==> src/rtl/tap_pkg.sv <==
package tap_pkg;

  localparam int IR_W = 4;
  localparam int ID_W = 32;

  typedef enum logic [3:0] {
    ST_TLR, ST_RTI,
    ST_SEL_DR, ST_CAP_DR, ST_SH_DR, ST_EX1_DR, ST_PA_DR, ST_EX2_DR, ST_UP_DR,
    ST_SEL_IR, ST_CAP_IR, ST_SH_IR, ST_EX1_IR, ST_PA_IR, ST_EX2_IR, ST_UP_IR
  } tap_state_e;

  typedef enum logic [1:0] {PATH_BYP, PATH_ID, PATH_BSR} dr_path_e;

  localparam logic [IR_W-1:0] OP_EXTEST = 4'h0;
  localparam logic [IR_W-1:0] OP_SAMPLE = 4'h1;
  localparam logic [IR_W-1:0] OP_IDCODE = 4'h2;
  localparam logic [IR_W-1:0] OP_HIGHZ  = 4'h3;
  localparam logic [IR_W-1:0] OP_BYPASS = 4'hF;
  localparam logic [IR_W-1:0] IR_CAPTURE = 4'b0001;

  // Controller transition on one rising edge.
  function automatic tap_state_e tap_next(tap_state_e s, logic m);
    tap_state_e n;
    unique case (s)
      ST_TLR:    n = m ? ST_TLR    : ST_RTI;
      ST_RTI:    n = m ? ST_SEL_DR : ST_RTI;
      ST_SEL_DR: n = m ? ST_SEL_IR : ST_CAP_DR;
      ST_CAP_DR: n = m ? ST_EX1_DR : ST_SH_DR;
      ST_SH_DR:  n = m ? ST_EX1_DR : ST_SH_DR;
      ST_EX1_DR: n = m ? ST_UP_DR  : ST_PA_DR;
      ST_PA_DR:  n = m ? ST_EX2_DR : ST_PA_DR;
      ST_EX2_DR: n = m ? ST_UP_DR  : ST_SH_DR;
      ST_UP_DR:  n = m ? ST_SEL_DR : ST_RTI;
      ST_SEL_IR: n = m ? ST_TLR    : ST_CAP_IR;
      ST_CAP_IR: n = m ? ST_EX1_IR : ST_SH_IR;
      ST_SH_IR:  n = m ? ST_EX1_IR : ST_SH_IR;
      ST_EX1_IR: n = m ? ST_UP_IR  : ST_PA_IR;
      ST_PA_IR:  n = m ? ST_EX2_IR : ST_PA_IR;
      ST_EX2_IR: n = m ? ST_UP_IR  : ST_SH_IR;
      ST_UP_IR:  n = m ? ST_SEL_DR : ST_RTI;
      default:   n = ST_TLR;
    endcase
    return n;
  endfunction

  // Data path chosen by an opcode; anything unlisted falls back to bypass.
  function automatic dr_path_e path_of(logic [IR_W-1:0] op);
    dr_path_e p;
    case (op)
      OP_EXTEST, OP_SAMPLE: p = PATH_BSR;
      OP_IDCODE:            p = PATH_ID;
      default:              p = PATH_BYP;
    endcase
    return p;
  endfunction

  function automatic logic [ID_W-1:0] make_id(logic [3:0] ver, logic [15:0] part,
                                              logic [10:0] mfr);
    return {ver, part, mfr, 1'b1};
  endfunction

endpackage

==> src/rtl/tap_fsm.sv <==
module tap_fsm
  import tap_pkg::*;
(
  input  logic       tck,
  input  logic       trst_n,
  input  logic       tms,
  output tap_state_e st,
  output tap_state_e st_nxt
);
  assign st_nxt = tap_next(st, tms);

  always_ff @(posedge tck or negedge trst_n) begin
    if (!trst_n) st <= ST_TLR;
    else         st <= st_nxt;
  end
endmodule

==> src/rtl/tap_ir.sv <==
module tap_ir
  import tap_pkg::*;
(
  input  logic            tck,
  input  logic            trst_n,
  input  logic            tdi,
  input  tap_state_e      st,
  input  tap_state_e      st_nxt,
  output logic [IR_W-1:0] ir_act,
  output logic            ir_so
);
  logic [IR_W-1:0] ir_sh;

  assign ir_so = ir_sh[0];

  always_ff @(posedge tck or negedge trst_n) begin
    if (!trst_n) begin
      ir_sh  <= IR_CAPTURE;
      ir_act <= OP_IDCODE;
    end else begin
      case (st)
        ST_CAP_IR: ir_sh <= IR_CAPTURE;
        ST_SH_IR:  ir_sh <= {tdi, ir_sh[IR_W-1:1]};
        default:   ir_sh <= ir_sh;
      endcase
      if (st_nxt == ST_TLR)    ir_act <= OP_IDCODE;
      else if (st == ST_UP_IR) ir_act <= ir_sh;
    end
  end
endmodule

==> src/rtl/tap_dr.sv <==
module tap_dr
  import tap_pkg::*;
#(
  parameter logic [ID_W-1:0] ID_VALUE = 32'h0000_0001
) (
  input  logic       tck,
  input  logic       trst_n,
  input  logic       tdi,
  input  tap_state_e st,
  input  dr_path_e   path,
  output logic       byp_q,
  output logic       id_so
);
  logic [ID_W-1:0] id_sh;

  assign id_so = id_sh[0];

  always_ff @(posedge tck or negedge trst_n) begin
    if (!trst_n) begin
      byp_q <= 1'b0;
      id_sh <= ID_VALUE;
    end else begin
      if (path == PATH_BYP) begin
        if (st == ST_CAP_DR)     byp_q <= 1'b0;
        else if (st == ST_SH_DR) byp_q <= tdi;
      end
      if (path == PATH_ID) begin
        if (st == ST_CAP_DR)     id_sh <= ID_VALUE;
        else if (st == ST_SH_DR) id_sh <= {tdi, id_sh[ID_W-1:1]};
      end
    end
  end
endmodule

==> src/rtl/jtag_tap.sv <==
module jtag_tap
  import tap_pkg::*;
#(
  parameter logic [15:0] PART_NUM = 16'h04E8,
  parameter logic [3:0]  VERSION  = 4'h0,
  parameter logic [10:0] MFR_ID   = 11'h033
) (
  input  logic tck,
  input  logic trst_n,
  input  logic tms,
  input  logic tdi,
  output logic tdo,
  output logic tdo_en,
  output logic hiz_req,
  output logic bsr_sel,
  output logic bsr_extest,
  output logic bsr_capture,
  output logic bsr_shift,
  output logic bsr_update,
  input  logic bsr_so
);
  localparam logic [ID_W-1:0] ID_VALUE = make_id(VERSION, PART_NUM, MFR_ID);

  tap_state_e      st, st_nxt;
  logic [IR_W-1:0] ir_act;
  logic            ir_so, byp_q, id_so;
  dr_path_e        path;

  // Named events for the checker.
  logic shifting, in_cap_dr, in_sh_dr, in_up_dr;
  logic serial_mux;

  tap_fsm u_fsm (
    .tck(tck), .trst_n(trst_n), .tms(tms), .st(st), .st_nxt(st_nxt)
  );

  tap_ir u_ir (
    .tck(tck), .trst_n(trst_n), .tdi(tdi), .st(st), .st_nxt(st_nxt),
    .ir_act(ir_act), .ir_so(ir_so)
  );

  assign path = path_of(ir_act);

  tap_dr #(.ID_VALUE(ID_VALUE)) u_dr (
    .tck(tck), .trst_n(trst_n), .tdi(tdi), .st(st), .path(path),
    .byp_q(byp_q), .id_so(id_so)
  );

  assign in_cap_dr = (st == ST_CAP_DR);
  assign in_sh_dr  = (st == ST_SH_DR);
  assign in_up_dr  = (st == ST_UP_DR);
  assign shifting  = in_sh_dr || (st == ST_SH_IR);

  assign hiz_req     = (ir_act == OP_HIGHZ);
  assign bsr_sel     = (path == PATH_BSR);
  assign bsr_extest  = (ir_act == OP_EXTEST);
  assign bsr_capture = bsr_sel && in_cap_dr;
  assign bsr_shift   = bsr_sel && in_sh_dr;
  assign bsr_update  = bsr_sel && in_up_dr;

  always_comb begin
    serial_mux = 1'b0;
    if (st == ST_SH_IR) serial_mux = ir_so;
    else if (in_sh_dr) begin
      case (path)
        PATH_ID:  serial_mux = id_so;
        PATH_BSR: serial_mux = bsr_so;
        default:  serial_mux = byp_q;
      endcase
    end
  end

  always_ff @(negedge tck or negedge trst_n) begin
    if (!trst_n) begin
      tdo    <= 1'b0;
      tdo_en <= 1'b0;
    end else begin
      tdo    <= shifting ? serial_mux : 1'b0;
      tdo_en <= shifting;
    end
  end
endmodule

==> config.mk <==
export PLATFORM = sky130hd
export DESIGN_NAME = jtag_tap
export DESIGN_NICKNAME = d
export VERILOG_FILES = /design/src/rtl/tap_pkg.sv /design/src/rtl/tap_fsm.sv /design/src/rtl/tap_ir.sv /design/src/rtl/tap_dr.sv /design/src/rtl/jtag_tap.sv
export SDC_FILE = /design/constraint.sdc
export NUM_CORES = 1
export LEC_CHECK = 0
export BUFFER_PORTS_ARGS = -buffer_cell sky130_fd_sc_hd__buf_2
export CORE_AREA = 2 2 65 67
export CTS_BUF_LIST = sky130_fd_sc_hd__clkbuf_8
export DETAILED_ROUTE_END_ITERATION = 16
export DIE_AREA = 0 0 67 69
export GPL_TIMING_DRIVEN = 0
export PLACE_DENSITY = 0.76
export SYNTH_ARGS = -nofsm -noshare
export SYNTH_HDL_FRONTEND = slang
export SYNTH_SLANG_ARGS = --single-unit
==> constraint.sdc <==
create_clock -name tck -period 1.7 [get_ports tck]
set_clock_uncertainty 0.15 [all_clocks]
set_input_delay 0.17 -clock tck [delete_from_list [all_inputs] [get_ports tck]]
set_output_delay 0.17 -clock tck [all_outputs]
set_load 0.01 [all_outputs]
**After elaboration in Yosys (flattened, before gate mapping)**

Cells that the tools add are included.

- Flip-flop bits (word level): 47
- Output and inout bits: 8
- Word-level logic and storage cells: 69

- Reductions and logical operators: 17
- Equal/unequal tests: 20
- Multiplexer cells: 25

Operator list:

| kind | count |
|---|---|
| two-way mux 32 bit | 2 |
| one-hot mux 4 bit (12 select lines) | 1 |
| == test 4 bit (second input constant) | 8 |
| two-way mux 4 bit | 6 |
| == test 4 x 2 -> 1 bit (second input constant) | 4 |
| == test 4 x 3 -> 1 bit (second input constant) | 4 |
| zero test 4 bit | 3 |
| == test 4 x 1 -> 1 bit (second input constant) | 2 |
| two-way mux 1 bit | 8 |
| one-hot mux 4 bit (2 select lines) | 1 |
| two-way mux 2 bit | 3 |
| two-way mux 3 bit | 2 |
| nonzero test 2 bit | 3 |
| OR reduction 2 bit | 3 |
| one-hot mux 2 bit (2 select lines) | 1 |
| AND reduction 2 bit | 2 |
| logical AND 1 bit | 3 |
| OR reduction 3 bit | 1 |
| == test 2 x 1 -> 1 bit (second input constant) | 1 |
| == test 2 bit (second input constant) | 1 |
| zero test 2 bit | 1 |
| one-hot mux 1 bit (2 select lines) | 1 |
| logical OR 1 bit | 1 |

**Depth between registers and ports, before layout**

- Depth after elaboration: 8
- Depth in mapped cells: 7
- Mapped depth without buffers: 7

**Modules after synthesis**

From an unflattened synthesis, not the netlist that was laid out.

- Cells, all modules: 222
- Area total of the unflattened synthesis: 2384.8 um^2

Modules (own cells, without submodules):

| module | instances | cells each | area each (um^2) |
|---|---|---|---|
| tap_dr | 1 | 131 | 1502.7 |
| tap_ir | 1 | 31 | 351.6 |
| tap_fsm | 1 | 37 | 314.1 |
| jtag_tap | 1 | 23 | 216.5 |

==> flow_summary.ini <==
[worst_setup_path]
worst_setup_path_start_kind = flip-flop
critical_path.cell_chain = nand2_2 -> or2_4 -> ha_4 -> inv_1 -> o21ai_2 -> o32ai_1
timing.critical_path.arrival_ps = 1790
cp_slowest_stage_delay_ps = 580
crit_start = u_ir.ir_act[1]
crit_fanout = 3
worst-r2r-cell-count = 6
setup.worst_path.class = flip-flop to flip-flop
critical_path.slowest_cell = sky130_fd_sc_hd__dfstp_2
r2r_start = u_ir.ir_act[1]
rrSetupSlack_ps = -950
worst_setup_path_end_kind = flip-flop
worst_ep_required_time_ps = 840
r2r-end = tdo

[yosys]
synth_area_um2 = 2096
synth_fp_nets = 181
synthTopCellsByArea = sky130_fd_sc_hd__dfrtp_1 39%, sky130_fd_sc_hd__dfstp_2 15%, sky130_fd_sc_hd__a22o_1 9.2%
post-synth-top-count-cell = sky130_fd_sc_hd__dfrtp_1
synth-seq-cells = 47
top_post_synthesis_cells_by_count = 33 x sky130_fd_sc_hd__dfrtp_1, 22 x sky130_fd_sc_hd__a22o_1, 12 x sky130_fd_sc_hd__dfstp_2
synth_edf_count = 0
yosys_most_used_dff = sky130_fd_sc_hd__dfrtp_1
synthDominantCellAreaShare_pct = 39.40
ys_types = 47
synth_async_sr_flop_share_pct = 100.0
post_synth_inst_count = 173
synth_largest_area_cell = sky130_fd_sc_hd__dfrtp_1
synth_seq_area_share_pct = 56.84
yosys_warnings = 0
postSynthAreaPerCell_um2 = 12.11

[floorplanning]
fp.coreArea_um2 = 3914
start_util_pct = 53.55
die-height_um = 69
dieWidth_um = 67
std_cell_rows = 23
boundaryPins = 13
fp.dieArea_um2 = 4623

[clock_network]
number_of_h_tree_branching_levels = 2
clk_latency_ps = 300
cts_made_buffers = 5
cts_tree = yes
master_cell_of_the_clock_root_buffer = sky130_fd_sc_hd__clkbuf_8
clock-sinks = 47
clk_pin_slew_ps = 90
clock_tree.buffer_depth = 2

[run_status]
violations_in_the_final_reports = negative hold slack, negative setup slack
status = finished with violations

[job]
max_cap_viols = 0

[placed_design]
io_buffer_count = 12
preCtsSetupSlack_ps = -935.3
finalWeightedCongestion = 0.8651
placed_cells = 235
place.detailed.hpwl_mm = 2.716

[power_and_ir_drop]
clock_power_share_pct = 12.3
power.combinational.fraction_pct = 51.3
p_switching_mw = 2.017
power_report.internal_total_mw = 3.252
sequentialPowerShare_pct = 36.3
ir_worst_vdd_v = 0.0008572
power-per-cell-area_nw_per_um2 = 2050
leakage_nw = 1.178
swShare_pct = 38.28

[sta]
final_max_slew_viol_count = 0
grt_setup_unrepaired = true
report.final.setup_viol = 42
max-slew-margin-rel_pct = 58.64
post-route-worst-setup-slack_ps = -950.0
fin_setup_tns_ps = -8743
timing_worst_slew_pin_value_ps = 620.4
final.hold.worst_slack_ps = -248.4
report.final.hold_viol_count = 33

[route]
drt_wl_total_mm = 4.595
vias_per_cell = 6.004
route.vias.total = 1543
detail_route.drc_violations = 0
drtIter0Drc = 154
routedWlPerCell_um = 17.88
drt_pass1_iterations = 4
drtAntennaViolNets = 0

[final_layout]
antennaDiodeCount = 0
layout-drive-gt1-share_pct = 38.65
area.growth.synth_to_final_pct = 22.63
finish.cell_count_without_fillers = 257
nNetsFinal = 214
n_fill_cell = 264

[global_routing]
initial_antenna_violation_count = 0
first_global_vias = 1436
grt_pass1_wl_mm = 7.169
globalRoute.totalOverflow = 0
grt_usage_pct = 20.17
grt_start_max_net_pins = 48

[hold_path]
worstHoldPathType = input port to async pin
## registers in the layout, summed over array words and instances, names as in the netlist
register	flops
u_dr.id_sh	32
u_fsm.st	4
tdo	1
u_ir.ir_act	4
u_ir.ir_sh	4
u_dr.byp_q	1
tdo_en	1
## area by class of cell
cell class,count,area [um^2],share of cell area (%)
Clock buffer,5,68.82,2.678
Sequential cell,47,1192,46.40
Buffer,13,108.9,4.236
Timing Repair Buffer,26,217.7,8.471
Inverter,6,22.52,0.8763
Multi-Input combinational cell,107,879.6,34.23
Tap cell,50,62.56,2.434
Clock inverter,3,17.52,0.6816
## metrics by stage
| step | area (um^2) | power [mW] | utilization, % |
|---|---|---|---|
| final | 2570 | 5.269 | 65.66 |
| after global routing | 2570 | 5.601 | 65.66 |
| after CTS | 2465 | 4.922 | 62.98 |
| after detailed placement | 2246 | 3.947 | 57.38 |
| after global placement | 2246 | 3.813 | 57.38 |
| after floorplan | 2123 | 3.474 | - |
## worst max path at each step
stage,end,slack [ps],depth (start not counted)
after global placement,tdo,-870,5
after global routing,tdo,-1000,6
after CTS,tdo,-850,6
after detailed placement,tdo,-940,5
after floorplan,tdo,-790,5
final,tdo,-950,6
## metal layers
layer / part of all wire [%] / up-vias / routed length [um] / track usage, %
li1: - / 702 / - / -
met1: 44 / 787 / 2017 / 28.79
met2: 50 / 43 / 2289 / 30.80
met3: 4.6 / 11 / 212 / 4.894
met4: 1.7 / 0 / 76 / 5.215
met5: 0 / - / 0 / 0
## placed cells by master (no fill, tap or decap), types with 2 or more instances in the layout
master,n
sky130_fd_sc_hd__a21oi_1,3
sky130_fd_sc_hd__and2_4,3
sky130_fd_sc_hd__nor2_1,7
sky130_fd_sc_hd__clkbuf_2,2
sky130_fd_sc_hd__buf_2,9
sky130_fd_sc_hd__o21ai_0,6
sky130_fd_sc_hd__dfstp_2,12
sky130_fd_sc_hd__nand2_2,4
sky130_fd_sc_hd__nand2_1,8
sky130_fd_sc_hd__a22o_1,22
sky130_fd_sc_hd__nor2b_1,2
sky130_fd_sc_hd__nand3b_1,2
sky130_fd_sc_hd__nor4b_4,2
sky130_fd_sc_hd__xor2_1,2
sky130_fd_sc_hd__dfrtn_1,2
sky130_fd_sc_hd__o22a_1,10
sky130_fd_sc_hd__nor3b_1,2
sky130_fd_sc_hd__buf_4,11
sky130_fd_sc_hd__buf_6,14
sky130_fd_sc_hd__o21ai_2,2
sky130_fd_sc_hd__dfrtp_1,32
sky130_fd_sc_hd__ha_4,3
sky130_fd_sc_hd__mux2i_1,3
sky130_fd_sc_hd__nand3_1,2
sky130_fd_sc_hd__inv_1,6
sky130_fd_sc_hd__o32ai_1,2
sky130_fd_sc_hd__clkbuf_8,5
## critical path: cells and delay by family (launching register included)
kind	cells	cell delay, ps
compound gates	2	240
simple gates	2	330
fa+ha+maj	1	270
buf+inv	1	60
flops	1	580
## kinds of logic after synthesis
kind of cell,Yosys count,synth area share [%]
buffers and inverters,19,5.791
flip-flops,47,56.84
adder cells (fa/ha/maj),3,1.791
AO/OA/AOI/OAI,56,21.25
AND/OR/NAND/NOR,43,12.06
XOR/XNOR,2,0.8360
multiplexers,3,1.433
## timing repair
item                                    4_1_cts  5_1_grt
endpoints found under the setup margin       40       44
resized for setup                            16       16
buffers inserted                              9        6
pin swaps                                    20        5
hold endpoints to repair                     33       33
gates cloned                                  0        0
## power groups by stage
stage               clock network [mW]  logic, mW  registers (mW)
floorplan                            0       1.63            1.84
global placement                     0       1.93            1.89
detailed placement                   0       2.03            1.91
CTS                              0.661       2.36            1.90
global route                     0.721       2.93            1.95
finish                           0.648       2.71            1.92
No activity file was read; power rests on OpenSTA's default activity.
